File: config.mk
export PLATFORM = sky130hd
export DESIGN_NAME = uart_fc_top
export DESIGN_NICKNAME = d
export VERILOG_FILES = /design/src/rtl/uart_fc_pkg.sv /design/src/rtl/uart_fc_fifo.sv /design/src/rtl/uart_fc_tx.sv /design/src/rtl/uart_fc_rx.sv /design/src/rtl/uart_fc_top.sv
export SDC_FILE = /design/constraint.sdc
export NUM_CORES = 1
export LEC_CHECK = 0
export CAP_MARGIN = 30
export CORE_MARGIN = 2
export CORE_UTILIZATION = 40
export DETAILED_ROUTE_END_ITERATION = 12
export DONT_BUFFER_PORTS = 1
export SYNTH_ARGS = -nofsm -noshare
export SYNTH_HDL_FRONTEND = slang
export SYNTH_HIERARCHICAL = 1
export SYNTH_SLANG_ARGS = --single-unit
export TNS_END_PERCENT = 50
File: constraint.sdc
create_clock -name clk -period 4.8 [get_ports clk]
set_clock_uncertainty 0.2 [all_clocks]
set_input_delay 0.96 -clock clk [delete_from_list [all_inputs] [get_ports clk]]
set_output_delay 0.96 -clock clk [all_outputs]
set_load 0.05 [all_outputs]
File: src/rtl/uart_fc_pkg.sv
// Shared constants, state encoding and the receive word type.
package uart_fc_pkg;
    localparam int OVS    = 16;
    localparam int BYTE_W = 8;

    typedef enum logic [2:0] {
        LS_IDLE, LS_START, LS_DATA, LS_PAR, LS_STOP, LS_TAIL
    } line_st_t;

    typedef struct packed {
        logic              par_ok;
        logic [BYTE_W-1:0] data;
    } rx_word_t;

    // Mask with the lowest n bits set (n in 1..8).
    function automatic logic [BYTE_W-1:0] bits_mask(input logic [3:0] n);
        logic [BYTE_W-1:0] m;
        for (int i = 0; i < BYTE_W; i++) m[i] = (i < int'(n));
        return m;
    endfunction
endpackage

File: src/rtl/uart_fc_fifo.sv
// Small synchronous FIFO. Pushes when full and pops when empty are ignored.
// Assumes that one read and one write per cycle are allowed.
module uart_fc_fifo #(
    parameter  int W     = 8,
    parameter  int DEPTH = 4,
    localparam int AW    = (DEPTH > 1) ? $clog2(DEPTH) : 1,
    localparam int CW    = $clog2(DEPTH + 1)
) (
    input  logic          clk,
    input  logic          rst_n,
    input  logic          push,
    input  logic [W-1:0]  wdata,
    input  logic          pop,
    output logic [W-1:0]  rdata,
    output logic          full,
    output logic          empty,
    output logic [CW-1:0] count
);
    logic [W-1:0]  mem [DEPTH];
    logic [AW-1:0] wp, rp;
    logic          do_push, do_pop;

    assign full    = (count == CW'(DEPTH));
    assign empty   = (count == '0);
    assign do_push = push && !full;
    assign do_pop  = pop && !empty;
    assign rdata   = mem[rp];

    // Storage write.
    always_ff @(posedge clk) begin
        if (do_push) mem[wp] <= wdata;
    end

    // Pointers and occupancy.
    always_ff @(posedge clk) begin
        if (!rst_n) begin
            wp    <= '0;
            rp    <= '0;
            count <= '0;
        end else begin
            if (do_push) wp <= (wp == AW'(DEPTH - 1)) ? '0 : wp + 1'b1;
            if (do_pop)  rp <= (rp == AW'(DEPTH - 1)) ? '0 : rp + 1'b1;
            if (do_push && !do_pop)      count <= count + 1'b1;
            else if (!do_push && do_pop) count <= count - 1'b1;
        end
    end
endmodule

File: src/rtl/uart_fc_tx.sv
// Transmit shifter. It sends start, data (LSB first), optional even parity and
// stop bits, each lasting 16 oversampling ticks. Assumes that start is only
// acted upon while the shifter is idle.
module uart_fc_tx
    import uart_fc_pkg::*;
#(
    parameter int CNT_W = 4
) (
    input  logic              clk,
    input  logic              rst_n,
    input  logic              tick,
    input  logic              start,
    input  logic [BYTE_W-1:0] din,
    input  logic [3:0]        data_bits,
    input  logic [CNT_W-1:0]  stop_bits,
    input  logic              par_en,
    output logic              txd,
    output logic              busy
);
    line_st_t          st;
    logic [3:0]        sub;
    logic [2:0]        idx;
    logic [CNT_W-1:0]  scnt;
    logic [BYTE_W-1:0] shreg;
    logic              parbit;
    logic              last_bit;

    assign busy     = (st != LS_IDLE);
    assign last_bit = ({1'b0, idx} == data_bits - 4'd1);

    // Frame sequencing.
    always_ff @(posedge clk) begin
        if (!rst_n) begin
            st     <= LS_IDLE;
            sub    <= '0;
            idx    <= '0;
            scnt   <= '0;
            shreg  <= '0;
            parbit <= 1'b0;
        end else if (st == LS_IDLE) begin
            if (start) begin
                shreg  <= din & bits_mask(data_bits);
                parbit <= ^(din & bits_mask(data_bits));
                sub    <= '0;
                idx    <= '0;
                st     <= LS_START;
            end
        end else if (tick) begin
            sub <= sub + 4'd1;
            if (sub == 4'd15) begin
                case (st)
                    LS_START: st <= LS_DATA;
                    LS_DATA: begin
                        if (!last_bit)          idx <= idx + 3'd1;
                        else if (par_en)        st  <= LS_PAR;
                        else if (stop_bits != 0) begin st <= LS_STOP; scnt <= '0; end
                        else                    st  <= LS_IDLE;
                    end
                    LS_PAR: begin
                        if (stop_bits != 0) begin st <= LS_STOP; scnt <= '0; end
                        else st <= LS_IDLE;
                    end
                    LS_STOP: begin
                        if (scnt == stop_bits - 1'b1) st <= LS_IDLE;
                        else scnt <= scnt + 1'b1;
                    end
                    default: st <= LS_IDLE;
                endcase
            end
        end
    end

    // Line level for the current bit.
    always_comb begin
        case (st)
            LS_START: txd = 1'b0;
            LS_DATA:  txd = shreg[idx];
            LS_PAR:   txd = parbit;
            default:  txd = 1'b1;
        endcase
    end
endmodule

File: src/rtl/uart_fc_rx.sv
// Receiver with 16x oversampling. It qualifies the start bit at mid-bit,
// then samples every later bit at mid-bit. It pulses done right after the
// last stop sample. With zero stop bits it waits out the final half bit
// before it looks for a new start bit. Assumes that rxd is already synchronised.
module uart_fc_rx
    import uart_fc_pkg::*;
#(
    parameter int CNT_W = 4
) (
    input  logic              clk,
    input  logic              rst_n,
    input  logic              tick,
    input  logic              rxd,
    input  logic [3:0]        data_bits,
    input  logic [CNT_W-1:0]  stop_bits,
    input  logic              par_en,
    output logic              done,
    output logic [BYTE_W-1:0] data,
    output logic              par_ok
);
    line_st_t          st;
    logic [3:0]        sub;
    logic [2:0]        idx;
    logic [CNT_W-1:0]  scnt;
    logic [BYTE_W-1:0] shreg;
    logic              parbit;
    logic              last_bit;

    assign last_bit = ({1'b0, idx} == data_bits - 4'd1);
    assign data     = shreg;
    assign par_ok   = !par_en || !(^shreg ^ parbit);

    // Frame reception.
    always_ff @(posedge clk) begin
        if (!rst_n) begin
            st     <= LS_IDLE;
            sub    <= '0;
            idx    <= '0;
            scnt   <= '0;
            shreg  <= '0;
            parbit <= 1'b0;
            done   <= 1'b0;
        end else begin
            done <= 1'b0;
            if (st == LS_IDLE) begin
                if (!rxd) begin
                    st  <= LS_START;
                    sub <= '0;
                end
            end else if (tick) begin
                sub <= sub + 4'd1;
                case (st)
                    LS_START: if (sub == 4'd7) begin
                        sub <= '0;
                        if (!rxd) begin
                            st     <= LS_DATA;
                            idx    <= '0;
                            shreg  <= '0;
                            parbit <= 1'b0;
                        end else st <= LS_IDLE;
                    end
                    LS_DATA: if (sub == 4'd15) begin
                        shreg[idx] <= rxd;
                        if (!last_bit)           idx <= idx + 3'd1;
                        else if (par_en)         st  <= LS_PAR;
                        else if (stop_bits != 0) begin st <= LS_STOP; scnt <= '0; end
                        else begin done <= 1'b1; st <= LS_TAIL; end
                    end
                    LS_PAR: if (sub == 4'd15) begin
                        parbit <= rxd;
                        if (stop_bits != 0) begin st <= LS_STOP; scnt <= '0; end
                        else begin done <= 1'b1; st <= LS_TAIL; end
                    end
                    LS_STOP: if (sub == 4'd15) begin
                        if (scnt == stop_bits - 1'b1) begin
                            done <= 1'b1;
                            st   <= LS_IDLE;
                        end else scnt <= scnt + 1'b1;
                    end
                    LS_TAIL: if (sub == 4'd7) st <= LS_IDLE;
                    default: st <= LS_IDLE;
                endcase
            end
        end
    end
endmodule

File: src/rtl/uart_fc_top.sv
// Serial byte link top. Holds the oversampling tick generator, the line
// synchronisers, both FIFOs, the send allowance that applies after rts_n
// rises, clear-to-send generation and loopback. Assumes static configuration
// while traffic is in flight, and cfg_div >= 1.
module uart_fc_top
    import uart_fc_pkg::*;
#(
    parameter int RX_DEPTH = 4,
    parameter int TX_DEPTH = 4,
    parameter int DIV_W    = 16,
    parameter int CNT_W    = 4
) (
    input  logic              clk,
    input  logic              rst_n,
    input  logic [DIV_W-1:0]  cfg_div,
    input  logic [3:0]        cfg_data_bits,
    input  logic [CNT_W-1:0]  cfg_stop_bits,
    input  logic              cfg_par_en,
    input  logic              cfg_flow_en,
    input  logic              cfg_loop,
    input  logic [CNT_W-1:0]  cfg_tx_grace,
    input  logic [BYTE_W-1:0] tx_data,
    input  logic              tx_valid,
    output logic              tx_ready,
    output logic [BYTE_W-1:0] rx_data,
    output logic              rx_par_ok,
    output logic              rx_valid,
    input  logic              rx_ready,
    output logic              tx_empty,
    output logic              par_err,
    input  logic              par_err_clr,
    output logic              line_tx,
    input  logic              line_rx,
    output logic              cts_n,
    input  logic              rts_n
);
    localparam int RX_CW = $clog2(RX_DEPTH + 1);
    localparam int TX_CW = $clog2(TX_DEPTH + 1);

    logic [DIV_W-1:0]  div_cnt;
    logic              tick;
    logic [1:0]        rx_sync, rts_sync;
    logic              rx_s, rts_s;
    logic [CNT_W-1:0]  credit;
    logic              send_ok, tx_start, tx_busy, txd;
    logic              tx_full, tx_fifo_empty;
    logic [BYTE_W-1:0] tx_head;
    logic [TX_CW-1:0]  tx_count;
    logic              rx_done, rx_full, rx_empty, rx_bit_ok;
    logic [BYTE_W-1:0] rx_byte;
    logic [RX_CW-1:0]  rx_count;
    rx_word_t          rx_in, rx_out;

    assign tick = (div_cnt == cfg_div - 1'b1);

    // Oversampling tick divider.
    always_ff @(posedge clk) begin
        if (!rst_n || tick) div_cnt <= '0;
        else                div_cnt <= div_cnt + 1'b1;
    end

    // Two-stage synchronisers for the incoming line and rts_n.
    always_ff @(posedge clk) begin
        if (!rst_n) begin
            rx_sync  <= 2'b11;
            rts_sync <= 2'b00;
        end else begin
            rx_sync  <= {rx_sync[0], line_rx};
            rts_sync <= {rts_sync[0], rts_n};
        end
    end
    assign rx_s  = rx_sync[1];
    assign rts_s = rts_sync[1];

    // Send allowance: reloads while rts is low, spent per character while high.
    always_ff @(posedge clk) begin
        if (!rst_n)                                       credit <= '0;
        else if (!rts_s)                                  credit <= cfg_tx_grace;
        else if (tx_start && cfg_flow_en && credit != 0)  credit <= credit - 1'b1;
    end

    assign send_ok  = !cfg_flow_en || !rts_s || (credit != 0);
    assign tx_start = !tx_busy && !tx_fifo_empty && send_ok;

    uart_fc_fifo #(.W(BYTE_W), .DEPTH(TX_DEPTH)) u_txq (
        .clk(clk), .rst_n(rst_n), .push(tx_valid), .wdata(tx_data),
        .pop(tx_start), .rdata(tx_head), .full(tx_full),
        .empty(tx_fifo_empty), .count(tx_count)
    );

    uart_fc_tx #(.CNT_W(CNT_W)) u_tx (
        .clk(clk), .rst_n(rst_n), .tick(tick), .start(tx_start), .din(tx_head),
        .data_bits(cfg_data_bits), .stop_bits(cfg_stop_bits),
        .par_en(cfg_par_en), .txd(txd), .busy(tx_busy)
    );

    uart_fc_rx #(.CNT_W(CNT_W)) u_rx (
        .clk(clk), .rst_n(rst_n), .tick(tick), .rxd(rx_s),
        .data_bits(cfg_data_bits), .stop_bits(cfg_stop_bits),
        .par_en(cfg_par_en), .done(rx_done), .data(rx_byte), .par_ok(rx_bit_ok)
    );

    assign rx_in = '{par_ok: rx_bit_ok, data: rx_byte};

    uart_fc_fifo #(.W($bits(rx_word_t)), .DEPTH(RX_DEPTH)) u_rxq (
        .clk(clk), .rst_n(rst_n), .push(rx_done), .wdata(rx_in),
        .pop(rx_ready), .rdata(rx_out), .full(rx_full),
        .empty(rx_empty), .count(rx_count)
    );

    // Sticky parity error; a new error wins over a clear.
    always_ff @(posedge clk) begin
        if (!rst_n)                    par_err <= 1'b0;
        else if (rx_done && !rx_bit_ok) par_err <= 1'b1;
        else if (par_err_clr)          par_err <= 1'b0;
    end

    assign tx_ready  = !tx_full;
    assign tx_empty  = tx_fifo_empty && !tx_busy && (tx_count == '0);
    assign rx_valid  = !rx_empty;
    assign rx_data   = rx_out.data;
    assign rx_par_ok = rx_out.par_ok;
    assign cts_n     = cfg_flow_en && rx_full;
    assign line_tx   = cfg_loop ? line_rx : txd;
endmodule

==> Implementation_results.wiki <==
{| class="wikitable"
! Metric !! Value
|-
| Critical path fanouts, max || 5
|-
| Antenna violations before repair || 0
|-
| Chip height || 149 µm
|-
| Worst Setup Start Kind || input pin
|-
| Overall Power || 3540 µW
|-
| CP Data Required Time || 4920 ps
|-
| Die ar. || 22,300 µm²
|-
| Worst hold path type || reg2reg
|-
| Avg Inst Size Synth || 10.6 µm²
|-
| Dpl cells || 1,037
|-
| Critical register-to-register path startpoint || div_cnt[11]
|-
| RSZ-0062 raised after global routing || false
|-
| Crit. End Element || register
|-
| Detailed-route via count || 5,705
|-
| Site Rows || 53
|-
| Outcome || completed
|-
| Total detailed-routing wirelength || 16,300 µm
|-
| Final Max Slew Viols || 0
|-
| Synth Instances || 796
|-
| Highest ir drop seen on vdd || 0.280 mV
|-
| Share of flip-flops with an asynchronous set or reset after synthesis || 0%
|-
| Capture instance of the worst register-to-register path || u_tx/idx[2]
|-
| Max Fclk || 243 MHz
|-
| Top post-synthesis cells by area || sky130_fd_sc_hd__edfxtp_1 24%, sky130_fd_sc_hd__dfxtp_1 21%, sky130_fd_sc_hd__mux4_2 5.1%, sky130_fd_sc_hd__xnor2_1 5.0%, sky130_fd_sc_hd__ha_1 4.4%
|-
| Pin count of the biggest net entering global routing || 75
|-
| Synth unique cells || 84
|-
| Power per standard cell area || 385 nW/µm²
|-
| Grt total ovfl || 0
|-
| Setup_tns || 0 ps
|-
| Layout Nets || 859
|-
| Count of flip-flops with a built-in enable after synthesis || 68
|-
| Setup violation total in the final timing report || 0
|-
| Min cycle time layout || 4110 ps
|-
| Worst-Skew Late Latency || 420 ps
|-
| Critical path data arrival time || 4230 ps
|-
| Number of violations reported at the end of detailed-routing iteration 0 || 344
|-
| Commonest cells after routing, fill and taps aside || 90 x sky130_fd_sc_hd__dfxtp_1, 69 x sky130_fd_sc_hd__nand2_1, 68 x sky130_fd_sc_hd__edfxtp_1
|-
| Post-Synthesis Net Count || 874
|-
| Final Instance Count excl. Fillers || 1,069
|-
| Commonest register cell after synthesis || sky130_fd_sc_hd__dfxtp_1
|-
| Pre-CTS WS || 267 ps
|-
| Number of buffers created by CTS || 17
|-
| Worst Path Class, Setup || in2reg
|-
| Starting density of the core || 40.4%
|-
| Worst-case hold path end point || rts_sync[1]
|-
| CTS tree || yes
|-
| Post-layout util || 44.0%
|-
| Final hold vios || 0
|-
| Detailed Routing Iterations Pass 1 || 5
|-
| Top-level I/O count || 61
|-
| Global Route met2 Usage || 25.4%
|-
| Number of buffers inserted by hold repair at cts || 0
|-
| Synthesis-to-layout area growth || 8.94%
|-
| Cell type contributing the most total cell area after synthesis || sky130_fd_sc_hd__edfxtp_1
|-
| Routed vias/inst || 5.34
|-
| Depth of the worst register-to-register path || 10
|-
| Final clock period utilization by the worst path || 85.7%
|-
| Detail Placement HPWL || 11,400 µm
|-
| Width of the die || 149 µm
|-
| Total global routing track utilization || 15.4%
|-
| Share of Yosys cell area claimed by the top area cell type || 24.2%
|-
| Min-Delay Startpoint || rts_sync[0]
|-
| CTS Buffer Depth || 2
|-
| DRC violation count after routing || 0
|-
| Met3 GRT Util || 3.70%
|-
| Hold depth || 1
|-
| Layer with the highest usage || met2
|-
| Wire length of the first global-routing pass || 27,200 µm
|-
| Routed Antenna Nets || 0
|-
| Fraction of layout instances using a drive strength above 1 || 11.0%
|-
| Yosys warns || 6
|-
| Synthesis-stage register bit count || 158
|-
| Number of buffers added on ports || 0
|-
| Max-cap violations || 0
|-
| Placeable Area || 20,900 µm²
|-
| Clock-pin slew reported for the worst setup and hold paths after clock tree synthesis || 60 ps
|-
| Routed length per placed instance || 15.2 µm
|-
| Post CTS Setup Buffer Count || 0
|-
| Number of H-tree levels || 4
|-
| Final worst slack || 685 ps
|-
| Synthesized cell area || 8440 µm²
|-
| Cell at the root of the clock tree || sky130_fd_sc_hd__clkbuf_16
|-
| Worst relative slew slack || 50.6%
|-
| Most common cell after layout, fill and taps aside || sky130_fd_sc_hd__dfxtp_1
|-
| Final RePlAce weighted congestion || 0.817
|-
| Post-CTS Resized || 0
|-
| Internal reg-to-reg setup slack || 1320 ps
|-
| Sink count of the clock tree || 158
|-
| Slew @ Worst Pin || 737 ps
|-
| Global routing usage on met1 || 19.9%
|-
| Portion of the post-synthesis area used by sequential elements || 45.5%
|-
| Antenna Cells || 0
|-
| LEAKAGE || 0.00311 µW
|-
| Via count of the first global-routing pass || 5,460
|}
worst max path at each step:
stage / startpoint / to / slack (ps) / cells past startpoint
3_5_place_dp: cfg_div[0] / u_tx/idx[2] / 270 / 12
2_1_floorplan: cfg_div[0] / u_tx/idx[2] / 330 / 14
5_1_grt: cfg_div[1] / u_tx/idx[2] / 410 / 12
4_1_cts: cfg_div[0] / u_tx/idx[2] / 690 / 12
6_report: cfg_div[0] / u_tx/idx[2] / 690 / 12
3_3_place_gp: cfg_div[0] / u_tx/idx[2] / 310 / 12
where the power goes:
part	internal, µW	total [µW]	switching [µW]	leakage [µW]
combinational	294	657	363	0.00154
sequential	1490	1570	86.0	0.00129
clock	729	1310	579	0.000277
total	2510	3540	1030	0.00311
through the flow:
stage               hold slack, ps  instance area (µm²)
floorplan                      186                 8440
global placement               216                 8620
detailed placement             221                 8620
CTS                            238                 9200
global route                   244                 9200
finish                         233                 9200
state kept, by name (all words and copies together), names as in the netlist, 4 cells and up, named ones only:
signal	count
u_rx/sub	4
u_rx/scnt	4
u_txq/mem	32
u_tx/sub	4
u_rxq/mem	36
u_rx/data	8
div_cnt	16
u_tx/scnt	4
credit	4
u_tx/shreg	8
per-layer routing:
layer	up-vias	part of all wire [%]
met2	90	48
met4	0	1.4
met5	-	0
met3	16	3.9
li1	2898	-
met1	2701	47
critical path: stages:
cell and delay, ps:
sky130_fd_sc_hd__inv_1 30, sky130_fd_sc_hd__ha_1 240, sky130_fd_sc_hd__or4b_4 520, sky130_fd_sc_hd__or3b_1 410
sky130_fd_sc_hd__a211o_1 280, sky130_fd_sc_hd__a22oi_1 180, sky130_fd_sc_hd__o2111a_1 270, sky130_fd_sc_hd__and4_1 340
sky130_fd_sc_hd__a21oi_1 120, sky130_fd_sc_hd__a2111oi_2 550, sky130_fd_sc_hd__a21oi_1 140, sky130_fd_sc_hd__a31o_1 200
Yosys cell counts (all sizes together) (5+ instances only):
| library cell | instances |
|---|---|
| nor3b | 7 |
| mux4 | 19 |
| clkbuf | 19 |
| a21boi | 11 |
| nand4 | 7 |
| nand3 | 34 |
| buf | 18 |
| nand2 | 69 |
| and2 | 16 |
| mux2i | 14 |
| nor2 | 38 |
| dfxtp | 90 |
| o211ai | 9 |
| nor3 | 34 |
| or3 | 9 |
| xor2 | 26 |
| nor4 | 5 |
| o31ai | 7 |
| edfxtp | 68 |
| nor2b | 18 |
| a21oi | 33 |
| ha | 30 |
| xnor2 | 48 |
| o21ai | 32 |
| or4b | 5 |
| inv | 30 |
| nand2b | 13 |
| a211oi | 8 |
| and4 | 6 |
logic make-up (layout without fill, tap and decap cells):
| kind of cell | after synthesis | after routing | share of synthesized area, % |
|---|---|---|---|
| compound gates | 143 | 143 | 11.7 |
| xor+xnor | 75 | 75 | 7.95 |
| fa+ha+maj | 32 | 32 | 4.92 |
| buf+inv | 68 | 66 | 3.68 |
| flops | 158 | 158 | 45.5 |
| mux | 35 | 35 | 7.00 |
| simple gates | 285 | 285 | 19.2 |
cell type report:
type,count,area (µm²)
clock inverters,15,150
flip-flops and latches,158,3840
multi-input cells,570,4290
inverters,31,116
clock buffers,17,425
well taps,275,344
fillers,1955,11700
repair buffers,3,22.5
Power figures use the tool's default switching activity.
